**src/rtl/ac2_pkg.sv**
```systemverilog
package ac2_pkg;
  localparam int ADDR_W    = 8;
  localparam int OFF_W     = 2;
  localparam int SET_W     = 1;
  localparam int WAYS      = 2;
  localparam int RND_W     = 8;
  localparam logic [RND_W-1:0] RND_SEED = 8'h01;
  localparam logic [RND_W-1:0] RND_TAPS = 8'hB8;

  typedef logic [7:0] byte_t;
endpackage

```
**src/rtl/ac2_lfsr.sv**
```systemverilog
module ac2_lfsr #(
  parameter int W = 8,
  parameter logic [W-1:0] SEED = 1,
  parameter logic [W-1:0] TAPS = 'hB8,
  parameter int OUT_W = 1
) (
  input  logic             clk,
  input  logic             rst_n,
  output logic [OUT_W-1:0] rnd
);
  logic [W-1:0] q;

  always_ff @(posedge clk or negedge rst_n) begin
    if (!rst_n) q <= SEED;
    else        q <= {q[W-2:0], ^(q & TAPS)};
  end

  assign rnd = q[OUT_W-1:0];
endmodule

```
**src/rtl/ac2_way.sv**
```systemverilog
module ac2_way #(
  parameter int SET_W  = 1,
  parameter int TAG_W  = 5,
  parameter int LINE_W = 32
) (
  input  logic              clk,
  input  logic              rst_n,
  input  logic [SET_W-1:0]  set_idx,
  input  logic [TAG_W-1:0]  tag,
  input  logic              fill_en,
  input  logic [LINE_W-1:0] fill_line,
  output logic              hit,
  output logic              vld,
  output logic [LINE_W-1:0] line
);
  localparam int SETS = 1 << SET_W;

  logic [SETS-1:0]   valid_q;
  logic [TAG_W-1:0]  tag_q  [SETS];
  logic [LINE_W-1:0] data_q [SETS];

  always_ff @(posedge clk or negedge rst_n) begin
    if (!rst_n)       valid_q <= '0;
    else if (fill_en) valid_q[set_idx] <= 1'b1;
  end

  always_ff @(posedge clk) begin
    if (fill_en) begin
      tag_q[set_idx]  <= tag;
      data_q[set_idx] <= fill_line;
    end
  end

  assign vld  = valid_q[set_idx];
  assign hit  = vld && (tag_q[set_idx] == tag);
  assign line = data_q[set_idx];
endmodule

```
**src/rtl/ac2_victim.sv**
```systemverilog
module ac2_victim #(
  parameter int WAYS  = 2,
  parameter int IDX_W = 1
) (
  input  logic [WAYS-1:0]  vld,
  input  logic [IDX_W-1:0] rnd,
  output logic [WAYS-1:0]  sel
);
  logic found;

  always_comb begin
    found = 1'b0;
    sel   = '0;
    for (int w = 0; w < WAYS; w++) begin
      if (!vld[w] && !found) begin
        sel[w] = 1'b1;
        found  = 1'b1;
      end
    end
    if (!found) sel[rnd] = 1'b1;
  end
endmodule

```
**src/rtl/ac2_cache.sv**
```systemverilog
module ac2_cache
  import ac2_pkg::*;
#(
  parameter int ADDR_BITS   = ADDR_W,
  parameter int OFFSET_BITS = OFF_W,
  parameter int SET_BITS    = SET_W,
  parameter int NUM_WAYS    = WAYS,
  parameter int LFSR_BITS   = RND_W,
  parameter logic [LFSR_BITS-1:0] LFSR_SEED = RND_SEED,
  parameter logic [LFSR_BITS-1:0] LFSR_TAPS = RND_TAPS
) (
  input  logic                              clk,
  input  logic                              rst_n,
  input  logic                              req_valid,
  output logic                              req_ready,
  input  logic [ADDR_BITS-1:0]              req_addr,
  output logic                              rsp_valid,
  input  logic                              rsp_ready,
  output logic [7:0]                        rsp_data,
  output logic                              rsp_hit,
  output logic [ADDR_BITS-OFFSET_BITS-1:0]  mem_addr,
  input  logic [(8<<OFFSET_BITS)-1:0]       mem_rdata
);
  localparam int TAG_BITS  = ADDR_BITS - OFFSET_BITS - SET_BITS;
  localparam int LINE_BITS = 8 << OFFSET_BITS;
  localparam int WAY_IDX   = (NUM_WAYS > 1) ? $clog2(NUM_WAYS) : 1;

  logic                   busy_q, missed_q;
  logic [ADDR_BITS-1:0]   addr_q;
  logic [SET_BITS-1:0]    set_idx;
  logic [TAG_BITS-1:0]    tag;
  logic [OFFSET_BITS-1:0] off;

  logic [NUM_WAYS-1:0]  way_hit, way_vld, fill_sel;
  logic [LINE_BITS-1:0] way_line [NUM_WAYS];
  logic [LINE_BITS-1:0] hit_line;
  logic [WAY_IDX-1:0]   rnd;
  logic                 any_hit, fill_en, req_fire;
  byte_t                hit_byte;

  assign set_idx  = addr_q[OFFSET_BITS +: SET_BITS];
  assign tag      = addr_q[ADDR_BITS-1 -: TAG_BITS];
  assign off      = addr_q[OFFSET_BITS-1:0];
  assign mem_addr = addr_q[ADDR_BITS-1:OFFSET_BITS];

  assign any_hit   = |way_hit;
  assign fill_en   = busy_q && !any_hit;
  assign req_ready = !busy_q && (!rsp_valid || rsp_ready);
  assign req_fire  = req_valid && req_ready;

  ac2_lfsr #(
    .W(LFSR_BITS), .SEED(LFSR_SEED), .TAPS(LFSR_TAPS), .OUT_W(WAY_IDX)
  ) u_lfsr (
    .clk(clk), .rst_n(rst_n), .rnd(rnd)
  );

  ac2_victim #(.WAYS(NUM_WAYS), .IDX_W(WAY_IDX)) u_victim (
    .vld(way_vld), .rnd(rnd), .sel(fill_sel)
  );

  for (genvar w = 0; w < NUM_WAYS; w++) begin : g_way
    ac2_way #(.SET_W(SET_BITS), .TAG_W(TAG_BITS), .LINE_W(LINE_BITS)) u_way (
      .clk(clk), .rst_n(rst_n),
      .set_idx(set_idx), .tag(tag),
      .fill_en(fill_en && fill_sel[w]), .fill_line(mem_rdata),
      .hit(way_hit[w]), .vld(way_vld[w]), .line(way_line[w])
    );
  end

  always_comb begin
    hit_line = '0;
    for (int w = 0; w < NUM_WAYS; w++)
      if (way_hit[w]) hit_line = hit_line | way_line[w];
  end

  assign hit_byte = hit_line[{off, 3'b000} +: 8];

  always_ff @(posedge clk or negedge rst_n) begin
    if (!rst_n) begin
      busy_q   <= 1'b0;
      missed_q <= 1'b0;
      addr_q   <= '0;
    end else if (req_fire) begin
      busy_q   <= 1'b1;
      missed_q <= 1'b0;
      addr_q   <= req_addr;
    end else if (busy_q) begin
      if (any_hit) busy_q   <= 1'b0;
      else         missed_q <= 1'b1;
    end
  end

  always_ff @(posedge clk or negedge rst_n) begin
    if (!rst_n) begin
      rsp_valid <= 1'b0;
      rsp_data  <= '0;
      rsp_hit   <= 1'b0;
    end else if (busy_q && any_hit) begin
      rsp_valid <= 1'b1;
      rsp_data  <= hit_byte;
      rsp_hit   <= !missed_q;
    end else if (rsp_valid && rsp_ready) begin
      rsp_valid <= 1'b0;
    end
  end
endmodule

```
**config.mk**
```make
export PLATFORM = sky130hd
export DESIGN_NAME = ac2_cache
export DESIGN_NICKNAME = d
export VERILOG_FILES = /design/src/rtl/ac2_pkg.sv /design/src/rtl/ac2_lfsr.sv /design/src/rtl/ac2_way.sv /design/src/rtl/ac2_victim.sv /design/src/rtl/ac2_cache.sv
export SDC_FILE = /design/constraint.sdc
export NUM_CORES = 1
export LEC_CHECK = 0
export CAP_MARGIN = 20
export CORE_AREA = 2 2 114 116
export CTS_BUF_LIST = sky130_fd_sc_hd__clkbuf_8 sky130_fd_sc_hd__clkbuf_16
export DETAILED_ROUTE_END_ITERATION = 8
export DIE_AREA = 0 0 116 118
export PLACE_DENSITY = 0.81
export SYNTH_ARGS = -nofsm -noshare
export SYNTH_HDL_FRONTEND = slang
export SYNTH_SLANG_ARGS = --single-unit
```
**constraint.sdc**
```tcl
create_clock -name clk -period 7.46 [get_ports clk]
set_input_delay 1.492 -clock clk [delete_from_list [all_inputs] [get_ports clk]]
set_output_delay 1.492 -clock clk [all_outputs]
set_load 0.01 [all_outputs]
```
==> metrics.csv, run 1 <==
stage;metric;value;unit
final_layout;regArea;5250;sq um
grt;grt_pass1_vias;4017;
final_layout;fin_util;69.7;%
floorplan;die_x;116;um
sta;setup_ws;3310;ps
floorplan;floorplan.initialDensity;58.8;%
final_layout;area_of_the_multi_input_gates;1860;sq um
clock_tree;cts_root_buf;clkbuf_16;
setup_path;worst_setup_path_start_kind;input port;
pwr;post-layout-total-power;3.67;mW
pwr;pwr_density_cell;424;nW/um^2
setup_path;end_kind;output pin;
logic_synthesis;syn_nets;481;
logic_synthesis;number_of_warnings_issued_by_yosys;0;
logic_synthesis;ys_dominant_reg_cell;edfxtp_1;
min_path;holdCritStartpoint;u_lfsr.q[2];
grt;grt_pass1_wl;22.0;mm
sta;rsz0062_at_grt;no;
setup_path;worstRegToRegCells;7;
grt;grt-ovfl-total;0;
grt;grt_max_degree;50;
logic_synthesis;synth_commonest_cells;148 x edfxtp_1, 51 x mux2i_1, 31 x dfrtp_1;
final_layout;drive_above_1_share;17.9;%
floorplan;die_h;118;um
final_layout;layout.nets;539;
route;first_pass_iters;5;
setup_path;arrival;2660;ps
setup_path;rr_endpoint;g_way[0].u_way.data_q[1][29];
final_layout;nFillCells;826;
setup_path;timing.rr.start;addr_q[2];
logic_synthesis;syn-cell-area;7300;sq um
setup_path;crit_path_cell_trace;clkdlybuf4s50_1 -> o21a_1 -> clkdlybuf4s50_1;
setup_path;reg2reg_slack;3500;ps
clock_tree;clk-insertion-delay-late;440;ps
sta;setup-tns-final;0;ps
final_layout;postLayoutCellArea;8650;sq um
pwr;power.ir.vdd_worst;0.236;mV
min_path;holdPathEnd;u_lfsr.q[3];
logic_synthesis;async_flop_share;17.8;%
clock_tree;post-cts-setup-buffers;0;
flow_run;maxCapViolCount;0;
route;wirelength;13.8;mm
min_path;worst_hold_path.num_cells;0;
setup_path;biggest_fanout_along_the_worst_timing_path;3;
clock_tree;hold_buffers;0;
clock_tree;cts_htree_levels;4;
setup_path;timing.critical_path.from;rsp_ready;
clock_tree;cts-resized-gates;0;
clock_tree;clk_path_buf_depth;2;
logic_synthesis;post-synth-top-count-cell;edfxtp_1;
logic_synthesis;netlist_instances;437;
setup_path;critPathRequiredTime;5970;ps
logic_synthesis;yosysUniqueCellTypes;44;
place;post_dp_cell_area;8000;sq um
clock_tree;cts.sinks;180;
sta;setup_viol;0;
sta;hold_viol_final;0;
status;run_status;complete, no violations;
place;gp_routability_congestion;0.869;
setup_path;crit_path_max_incr_delay;540;ps
sta;finalMaxSlewViolations;0;
sta;finalCriticalPeriod;4150;ps
logic_synthesis;ys_seq_area_share;71.8;%
clock_tree;clock_tree_from_tritoncts;done;
logic_synthesis;synth-edff-count;148;
clock_tree;clock_transition_at_the_register_clock_pins_on_the_worst_setup_and_hold_paths_after_cts;60;ps
floorplan;row_count;41;
place;dp_hpwl;8.94;mm
sta;maxSlewHeadroom;50.1;%
logic_synthesis;yosys.area.top_type;edfxtp_1;
sta;final_min_period_over_clock_period;55.7;%
route;first_iter_violations;418;
floorplan;boundaryPins;61;
grt;antenna_found_initial;0;
floorplan;core_area;12400;sq um
grt;grt.total_usage;21.9;%
logic_synthesis;synth_largest_type_area_fraction;60.8;%
setup_path;most_numerous_cell_on_the_critical_path;clkdlybuf4s50_1;
place;place_ws;3070;ps
route;postRouteAntennaNets;0;
sta;finClkSkew;9.27;ps
route;routed_via_density;5.80;
min_path;hold_class;reg2reg;
logic_synthesis;synth.ff_latch_count;180;
sta;fmax;241;MHz
setup_path;worstSetupPathType;in2out;
place;port-buffer-count;60;
clock_tree;cts_made_buffers;17;
pwr;leakage;3.07;nW
logic_synthesis;synth.top_cells.by_area;edfxtp_1 61%, dfrtp_1 11%, mux2i_1 7.0%, mux2_2 4.5%, o31ai_1 2.6%;
final_layout;syn_to_final_growth;18.4;%
route;wl_per_cell;20.3;um
setup_path;critPathSlowestCell;clkdlybuf4s50_1;
final_layout;antenna_cells;0;
logic_synthesis;syn_avg_cell_area;16.7;sq um
floorplan;die_area;13700;sq um
route;vias;3938;
route;detail_route.drc_violations;0;
sta;max_slew.worst_pin.slew;746;ps
[state kept, by name (all words and copies together), names as in the netlist]
signal and count:
busy_q 1, g_way.u_way.data_q 128, u_lfsr.q 8, g_way.u_way.tag_q 20
rsp_hit 1, rsp_data 8, missed_q 1, addr_q 8
g_way.u_way.valid_q 4, rsp_valid 1
[how the worst max path moves through the flow]
| stage | endpoint | slack (ps) |
|---|---|---|
| 5_1_grt | mem_addr[0] | 3250 |
| 2_1_floorplan | g_way[0].u_way.data_q[0][0] | 2720 |
| 3_5_place_dp | g_way[1].u_way.tag_q[1][1] | 3070 |
| 6_report | req_ready | 3310 |
| 4_1_cts | g_way[1].u_way.data_q[1][8] | 3070 |
| 3_3_place_gp | g_way[0].u_way.data_q[1][17] | 3250 |
[area by class of cell]
type | instances | share of cell area, %
sequential | 180 | 60.7
inverter | 8 | 0.347
timing repair buffer | 68 | 7.93
tap | 172 | 2.49
clock buffer | 17 | 4.92
clock inverter | 14 | 2.14
multi-input combinational | 220 | 21.5
[power breakdown]
| part | internal (mW) | leakage, nW | switching, mW |
|---|---|---|---|
| clock | 0.556 | 0.290 | 0.362 |
| sequential | 1.41 | 1.75 | 0.164 |
| combinational | 0.465 | 1.02 | 0.712 |
[per-layer routing]
layer  wire length, um  track usage, %
met4               346            10.0
met2              7010            34.4
met3               753            4.69
met5                 0               0
met1              5680            29.5
[critical path, delay by kind of cell]
family                 cells  cell delay (ps)
AOI/OAI and AO/OA          1              150
buffers and inverters      2             1020
[stage by stage]
stage / std cells / hold WS, ps
4_1_cts: 677 / 351
2_1_floorplan: 437 / 331
6_report: 679 / 350
3_3_place_gp: 646 / 332
3_5_place_dp: 646 / 335
5_1_grt: 679 / 371
[layout by cell type, fill, tap and decap left out, types with 2 or more instances in the layout]
cell             synthesis  layout
clkbuf_16                0      17
mux2_2                  29      29
inv_1                    6       7
a21oi_1                 14      14
clkinv_2                 0       2
xnor2_1                  2       2
nor2b_1                  3       2
clkdlybuf4s50_1          0      60
buf_12                   0       2
o21ai_0                  4       4
inv_2                    2       2
edfxtp_1               148     148
o32ai_1                  3       3
clkinvlp_4               0       4
nor3_2                   3       4
and2_1                   2       2
xor2_1                  13      13
o22ai_1                  8       8
o32ai_2                  3       3
bufinv_16                0       4
inv_6                    0       2
o41ai_1                  5       5
o31ai_1                 25      25
o21ai_1                 11      11
nor2_4                   1       2
buf_4                    9       6
mux2i_1                 51      51
o31ai_2                  2       2
nor3_1                  11      10
dfrtp_1                 31      30
o41ai_2                  3       3
nand2_1                 13      13
[cell families after synthesis]
kind of cell | Yosys count | synth area share, %
xor+xnor | 15 | 1.80
buf+inv | 37 | 3.07
flops | 180 | 71.8
simple gates | 42 | 3.41
mux | 80 | 11.5
compound gates | 83 | 8.44
No activity file was read; power rests on OpenSTA's default activity.
==> run 2, diff against run 1 <==
CORE_AREA = 2 2 122 124   (was 2 2 114 116)
DIE_AREA = 0 0 124 126   (was 0 0 116 118)
PLACE_DENSITY = 0.75   (was 0.81)
clock period = 3.6 ns   (was 7.46 ns; I/O delays follow)
==> run 2 against run 1 <==
Against the previous run:
- cell area increased by 0.61%
- final cell count increased by 2.5%
- critical path depth grew 4
- sequential share of layout area fell by 0.37 points
- register-to-register slack lost 3000 ps
- power is 110% higher
- combinational power increased by 110%
- global-route usage is 2.5 points lower
- via count decreased by 0.25%
- clock power rose by 110%
- wire length increased by 3.3%
==> metrics.csv, run 2 (synthesis gave the netlist of run 1 again) <==
stage;metric;value;unit;change
status;run_status;complete, no violations;;unchanged
sta;setup_viol;0;;unchanged
clock_tree;clock_transition_at_the_register_clock_pins_on_the_worst_setup_and_hold_paths_after_cts;60;ps;about the same
final_layout;largest_registers;g_way.u_way.data_q x128, g_way.u_way.tag_q x20;;unchanged
sta;setup-tns-final;0;ps;unchanged
pwr;power.ir.vdd_worst;0.484;mV;was 0.236 mV
place;gp_routability_congestion;0.864;;was 0.869
flow_run;maxCapViolCount;0;;unchanged
sta;final_min_period_over_clock_period;85.7;%;
final_layout;area_of_the_multi_input_gates;1870;sq um;was 1860 sq um
final_layout;mostFrequentLayoutCell;edfxtp_1;;unchanged
pwr;leakage;3.08;nW;was 3.07 nW
setup_path;worst_setup_path_start_kind;flip-flop;;was input port
final_layout;largest-register;g_way.u_way.data_q;;unchanged
setup_path;arrival;3210;ps;was 2660 ps
route;postRouteAntennaNets;0;;unchanged
final_layout;syn_to_final_growth;19.2;%;was 18.4%
final_layout;layout.nets;543;;was 539
sta;rsz0062_at_grt;no;;unchanged
final_layout;mostFrequentLayoutCells;148 x edfxtp_1, 60 x clkdlybuf4s50_1, 51 x mux2i_1, 30 x dfrtp_1, 29 x mux2_2;;unchanged
sta;hold_viol_final;0;;unchanged
route;detail_route.drc_violations;0;;unchanged
clock_tree;cts-resized-gates;0;;unchanged
place;dp_hpwl;9.27;mm;was 8.94 mm
sta;max_slew.worst_pin.slew;779;ps;was 746 ps
setup_path;end_kind;flip-flop;;was output pin
clock_tree;cts_made_buffers;17;;unchanged
floorplan;boundaryPins;61;;unchanged
grt;grt_max_degree;38;;was 50
sta;finalMaxSlewViolations;0;;unchanged
sta;maxSlewHeadroom;47.9;%;was 50.1%
grt;grt.total_usage;19.5;%;was 21.9%
route;vias;3928;;was 3938
clock_tree;clk_path_buf_depth;2;;unchanged
clock_tree;post-cts-setup-buffers;0;;unchanged
floorplan;die_area;15600;sq um;was 13700 sq um
final_layout;largest_register_ff_count;128;;unchanged
final_layout;nFillCells;1077;;was 826
final_layout;regArea;5250;sq um;unchanged
setup_path;critPathRequiredTime;3730;ps;was 5970 ps
floorplan;core_area;14300;sq um;was 12400 sq um
sta;finClkSkew;8.92;ps;was 9.27 ps
place;port-buffer-count;60;;unchanged
route;first_iter_violations;280;;was 418
pwr;pwr_density_cell;876;nW/um^2;was 424 nW/um^2
final_layout;drive_above_1_share;18.8;%;was 17.9%
setup_path;biggest_fanout_along_the_worst_timing_path;32;;was 3
route;routed_via_density;5.64;;was 5.80
clock_tree;clk-insertion-delay-late;440;ps;about the same
route;first_pass_iters;4;;was 5
setup_path;worstSetupPathType;reg2reg;;was in2out
final_layout;antenna_cells;0;;unchanged
floorplan;die_x;124;um;was 116 um
min_path;hold_class;reg2reg;;unchanged
clock_tree;cts_htree_levels;4;;unchanged
floorplan;floorplan.initialDensity;51.0;%;was 58.8%
clock_tree;clock_tree_from_tritoncts;done;;unchanged
clock_tree;cts_root_buf;clkbuf_16;;unchanged
sta;fmax;324;MHz;
route;wirelength;14.3;mm;was 13.8 mm
floorplan;row_count;44;;was 41
clock_tree;cts.sinks;180;;unchanged
grt;grt_pass1_vias;4078;;was 4017
sta;finalCriticalPeriod;3080;ps;
route;wl_per_cell;20.5;um;was 20.3 um
grt;grt-ovfl-total;0;;unchanged
pwr;post-layout-total-power;7.62;mW;was 3.67 mW
grt;grt_pass1_wl;22.0;mm;about the same
floorplan;die_h;126;um;was 118 um
clock_tree;hold_buffers;0;;unchanged
grt;antenna_found_initial;0;;unchanged
==> run 2: cell count changes in the layout (fill, tap and decap cells not counted), sizes merged <==
cell	previous run	this run
bufinv	4	3
buf	8	12
clkinv	3	5
==> run 2: path summary, 6_finish.rpt <==
path | slack (ps) | start | to | depth (start not counted)
worst max-delay path | 520 | addr_q[4] | g_way[1].u_way.data_q[0][17] | 7
worst min-delay path | 350 | u_lfsr.q[2] | u_lfsr.q[3] | 0
worst max register to register | 520 | addr_q[4] | g_way[1].u_way.data_q[0][17] | 7
worst min register to register | 350 | u_lfsr.q[2] | u_lfsr.q[3] | 0
max in group asynchronous | 2560 | rst_n | addr_q[2] | 2
min in group asynchronous | 700 | rst_n | u_lfsr.q[1] | 2
==> run 2: layout make-up <==
class                      instances  area share (%)
tap                              184            2.65
sequential                       180            60.3
multi-input combinational        220            21.5
timing repair buffer              72            8.22
inverter                           8           0.345
clock inverter                    15            2.07
clock buffer                      17            4.89
==> run 2: worst max-delay path, stage by stage (launching register included) <==
cell     delay (ps)
dfrtp_1         560
xor2_1          240
o32ai_2         130
inv_2           310
o22a_1          510
nand2_1         310
nor3_4          420
buf_12          280
==> run 2: through the flow <==
step           setup WS [ps]  area [sq um]  hold slack, ps  std cells  utilization, %
6_report                 515          8700             354        696            60.8
5_1_grt                  347          8700             361        696            60.8
4_1_cts                  515          8700             360        696            60.8
3_5_place_dp             542          8100             354        664            56.6
3_3_place_gp             690          8100             335        664            56.6
2_1_floorplan            161          7310             331        437               -
==> run 2: report_power, final <==
group	internal, mW	switching [mW]	total (mW)
Combinational	0.999	1.51	2.51
Clock	1.09	0.784	1.88
Sequential	2.92	0.311	3.23
Total	5.02	2.61	7.62
==> run 2: layer usage <==
metal	GRT usage (%)	vias to the layer above	part of all wire, %	wire length [um]
li1	-	1831	-	-
met1	25.5	1960	40	5720
met2	31.6	121	51	7340
met3	5.07	16	6.6	940
met4	6.74	0	1.8	255
met5	0	-	0	0
==> run 3, diff against run 2 <==
PLACE_DENSITY = not set   (was 0.75)
PLACE_DENSITY_LB_ADDON = 0.05   (was not set)
SLEW_MARGIN = 20   (was not set)
==> run 3 against run 2 <==
Against the previous run:
- setup slack better by 280 ps
- hold slack worse by 3.5 ps
- global-route usage is 0.20 points higher
- non-clock buffer count is 1 higher
- clock power is 3% lower
- largest cell class unchanged
- largest power group unchanged
==> metrics.csv, run 3 (synthesis gave the netlist of run 1 again) <==
stage;metric;value;unit;change
status;run_status;complete, no violations;;unchanged
grt;grt_max_degree;55;;was 38
sta;maxSlewHeadroom;42.3;%;was 47.9%
sta;max_slew.worst_pin.slew;866;ps;was 779 ps
route;postRouteAntennaNets;0;;unchanged
sta;setup_viol;0;;unchanged
floorplan;boundaryPins;61;;unchanged
setup_path;end_kind;flip-flop;;unchanged
sta;fmax;356;MHz;was 324 MHz
grt;grt.total_usage;19.7;%;was 19.5%
floorplan;die_h;126;um;unchanged
final_layout;largest_registers;g_way.u_way.data_q x128, g_way.u_way.tag_q x20;;unchanged
setup_path;biggest_fanout_along_the_worst_timing_path;30;;was 32
place;dp_hpwl;9.21;mm;was 9.27 mm
route;routed_via_density;5.64;;about the same
floorplan;row_count;44;;unchanged
clock_tree;hold_buffers;0;;unchanged
setup_path;worst_setup_path_start_kind;flip-flop;;unchanged
setup_path;arrival;3120;ps;was 3210 ps
clock_tree;cts-resized-gates;0;;unchanged
route;vias;3918;;was 3928
sta;finalCriticalPeriod;2810;ps;was 3080 ps
final_layout;largest_register_ff_count;128;;unchanged
clock_tree;clock_transition_at_the_register_clock_pins_on_the_worst_setup_and_hold_paths_after_cts;70;ps;was 60 ps
sta;final_min_period_over_clock_period;78.0;%;was 85.7%
pwr;leakage;3.09;nW;was 3.08 nW
clock_tree;cts_made_buffers;17;;unchanged
pwr;power.ir.vdd_worst;0.622;mV;was 0.484 mV
final_layout;postLayoutCellArea;8690;sq um;was 8700 sq um
place;port-buffer-count;60;;unchanged
clock_tree;clk-insertion-delay-late;430;ps;was 440 ps
clock_tree;cts_htree_levels;4;;unchanged
grt;met2_demand_to_capacity_share_in_global_routing;31.0;%;was 31.6%
grt;grt_pass1_wl;22.3;mm;was 22.0 mm
final_layout;mostFrequentLayoutCells;148 x edfxtp_1, 59 x clkdlybuf4s50_1, 51 x mux2i_1, 30 x dfrtp_1, 29 x mux2_2;;was 148 x edfxtp_1, 60 x clkdlybuf4s50_1, 51 x mux2i_1, 30 x dfrtp_1, 29 x mux2_2
clock_tree;cts_root_buf;clkbuf_16;;unchanged
sta;timing.hold.ws;351;ps;was 354 ps
floorplan;core_area;14300;sq um;unchanged
place;post_dp_cell_area;8100;sq um;about the same
clock_tree;post-cts-setup-buffers;0;;unchanged
final_layout;nFillCells;1081;;was 1077
final_layout;mostFrequentLayoutCell;edfxtp_1;;unchanged
floorplan;die_area;15600;sq um;unchanged
clock_tree;clock_tree_from_tritoncts;done;;unchanged
sta;finalMaxSlewViolations;0;;unchanged
route;wirelength;14.2;mm;was 14.3 mm
route;detail_route.drc_violations;0;;unchanged
sta;finClkSkew;14.8;ps;was 8.92 ps
route;wl_per_cell;20.4;um;was 20.5 um
floorplan;floorplan.initialDensity;51.0;%;unchanged
clock_tree;clk_path_buf_depth;2;;unchanged
final_layout;regArea;5250;sq um;unchanged
grt;grt_pass1_vias;4046;;was 4078
sta;rsz0062_at_grt;no;;unchanged
final_layout;fin_util;60.7;%;was 60.8%
setup_path;critPathRequiredTime;3910;ps;was 3730 ps
clock_tree;cts.sinks;180;;unchanged
final_layout;antenna_cells;0;;unchanged
final_layout;drive_above_1_share;18.8;%;about the same
pwr;pwr_density_cell;881;nW/um^2;was 876 nW/um^2
grt;grtUsageMet3;5.30;%;was 5.07%
route;first_iter_violations;310;;was 280
flow_run;maxCapViolCount;0;;unchanged
place;gp_routability_congestion;0.818;;was 0.864
setup_path;reg2reg_slack;790;ps;was 520 ps
grt;antenna_found_initial;0;;unchanged
pwr;post-layout-total-power;7.65;mW;was 7.62 mW
setup_path;worstSetupPathType;reg2reg;;unchanged
floorplan;die_x;124;um;unchanged
final_layout;layout.nets;544;;was 543
grt;grt-ovfl-total;0;;unchanged
route;first_pass_iters;5;;was 4
final_layout;area_of_the_multi_input_gates;1870;sq um;unchanged
final_layout;syn_to_final_growth;18.9;%;was 19.2%
grt;busiest_layer;met2;;unchanged
grt;groute.layer.met1.usage;26.8;%;was 25.5%
sta;setup-tns-final;0;ps;unchanged
final_layout;largest-register;g_way.u_way.data_q;;unchanged
sta;hold_viol_final;0;;unchanged
min_path;hold_class;in2async;;was reg2reg
==> run 3: critical path, cell delays in order (launching register included) <==
cell     delay [ps]
dfrtp_4         720
mux2i_1         270
xor2_1          190
nand4_2         130
buf_4           240
nor2_2          430
o21ai_2         260
o41ai_1         440
==> run 3: through the flow <==
stage	instances	setup slack, ps
2_1_floorplan	437	161
3_3_place_gp	665	826
3_5_place_dp	665	758
4_1_cts	695	742
5_1_grt	695	510
6_report	695	794
==> run 3: per-layer routing <==
metal	wire length, um	vias up	part of all wire [%]
met5	0	-	0
met4	189	0	1.3
met3	701	10	4.9
met2	7040	106	50
met1	6240	1973	44
li1	-	1829	-
==> run 3: worst paths after layout <==
kind,startpoint,to,cells past startpoint
setup / recovery,addr_q[2],rsp_data[5],7
hold / removal,rst_n,rsp_data[6],1
setup reg to reg,addr_q[2],rsp_data[5],7
hold reg to reg,u_lfsr.q[1],u_lfsr.q[2],0
max in group asynchronous,rst_n,addr_q[2],1
min in group clk,u_lfsr.q[1],u_lfsr.q[2],0
==> run 3: power by group <==
group / switching, mW / internal (mW)
sequential: 0.322 / 2.92
combinational: 1.55 / 1.03
clock: 0.745 / 1.08
total: 2.61 / 5.04
==> run 3: final cells by class <==
class,instances,area share [%]
inverters,8,0.346
flip-flops and latches,180,60.4
multi-input cells,220,21.5
clock buffers,17,4.90
clock inverters,13,1.86
repair buffers,73,8.27
well taps,184,2.65
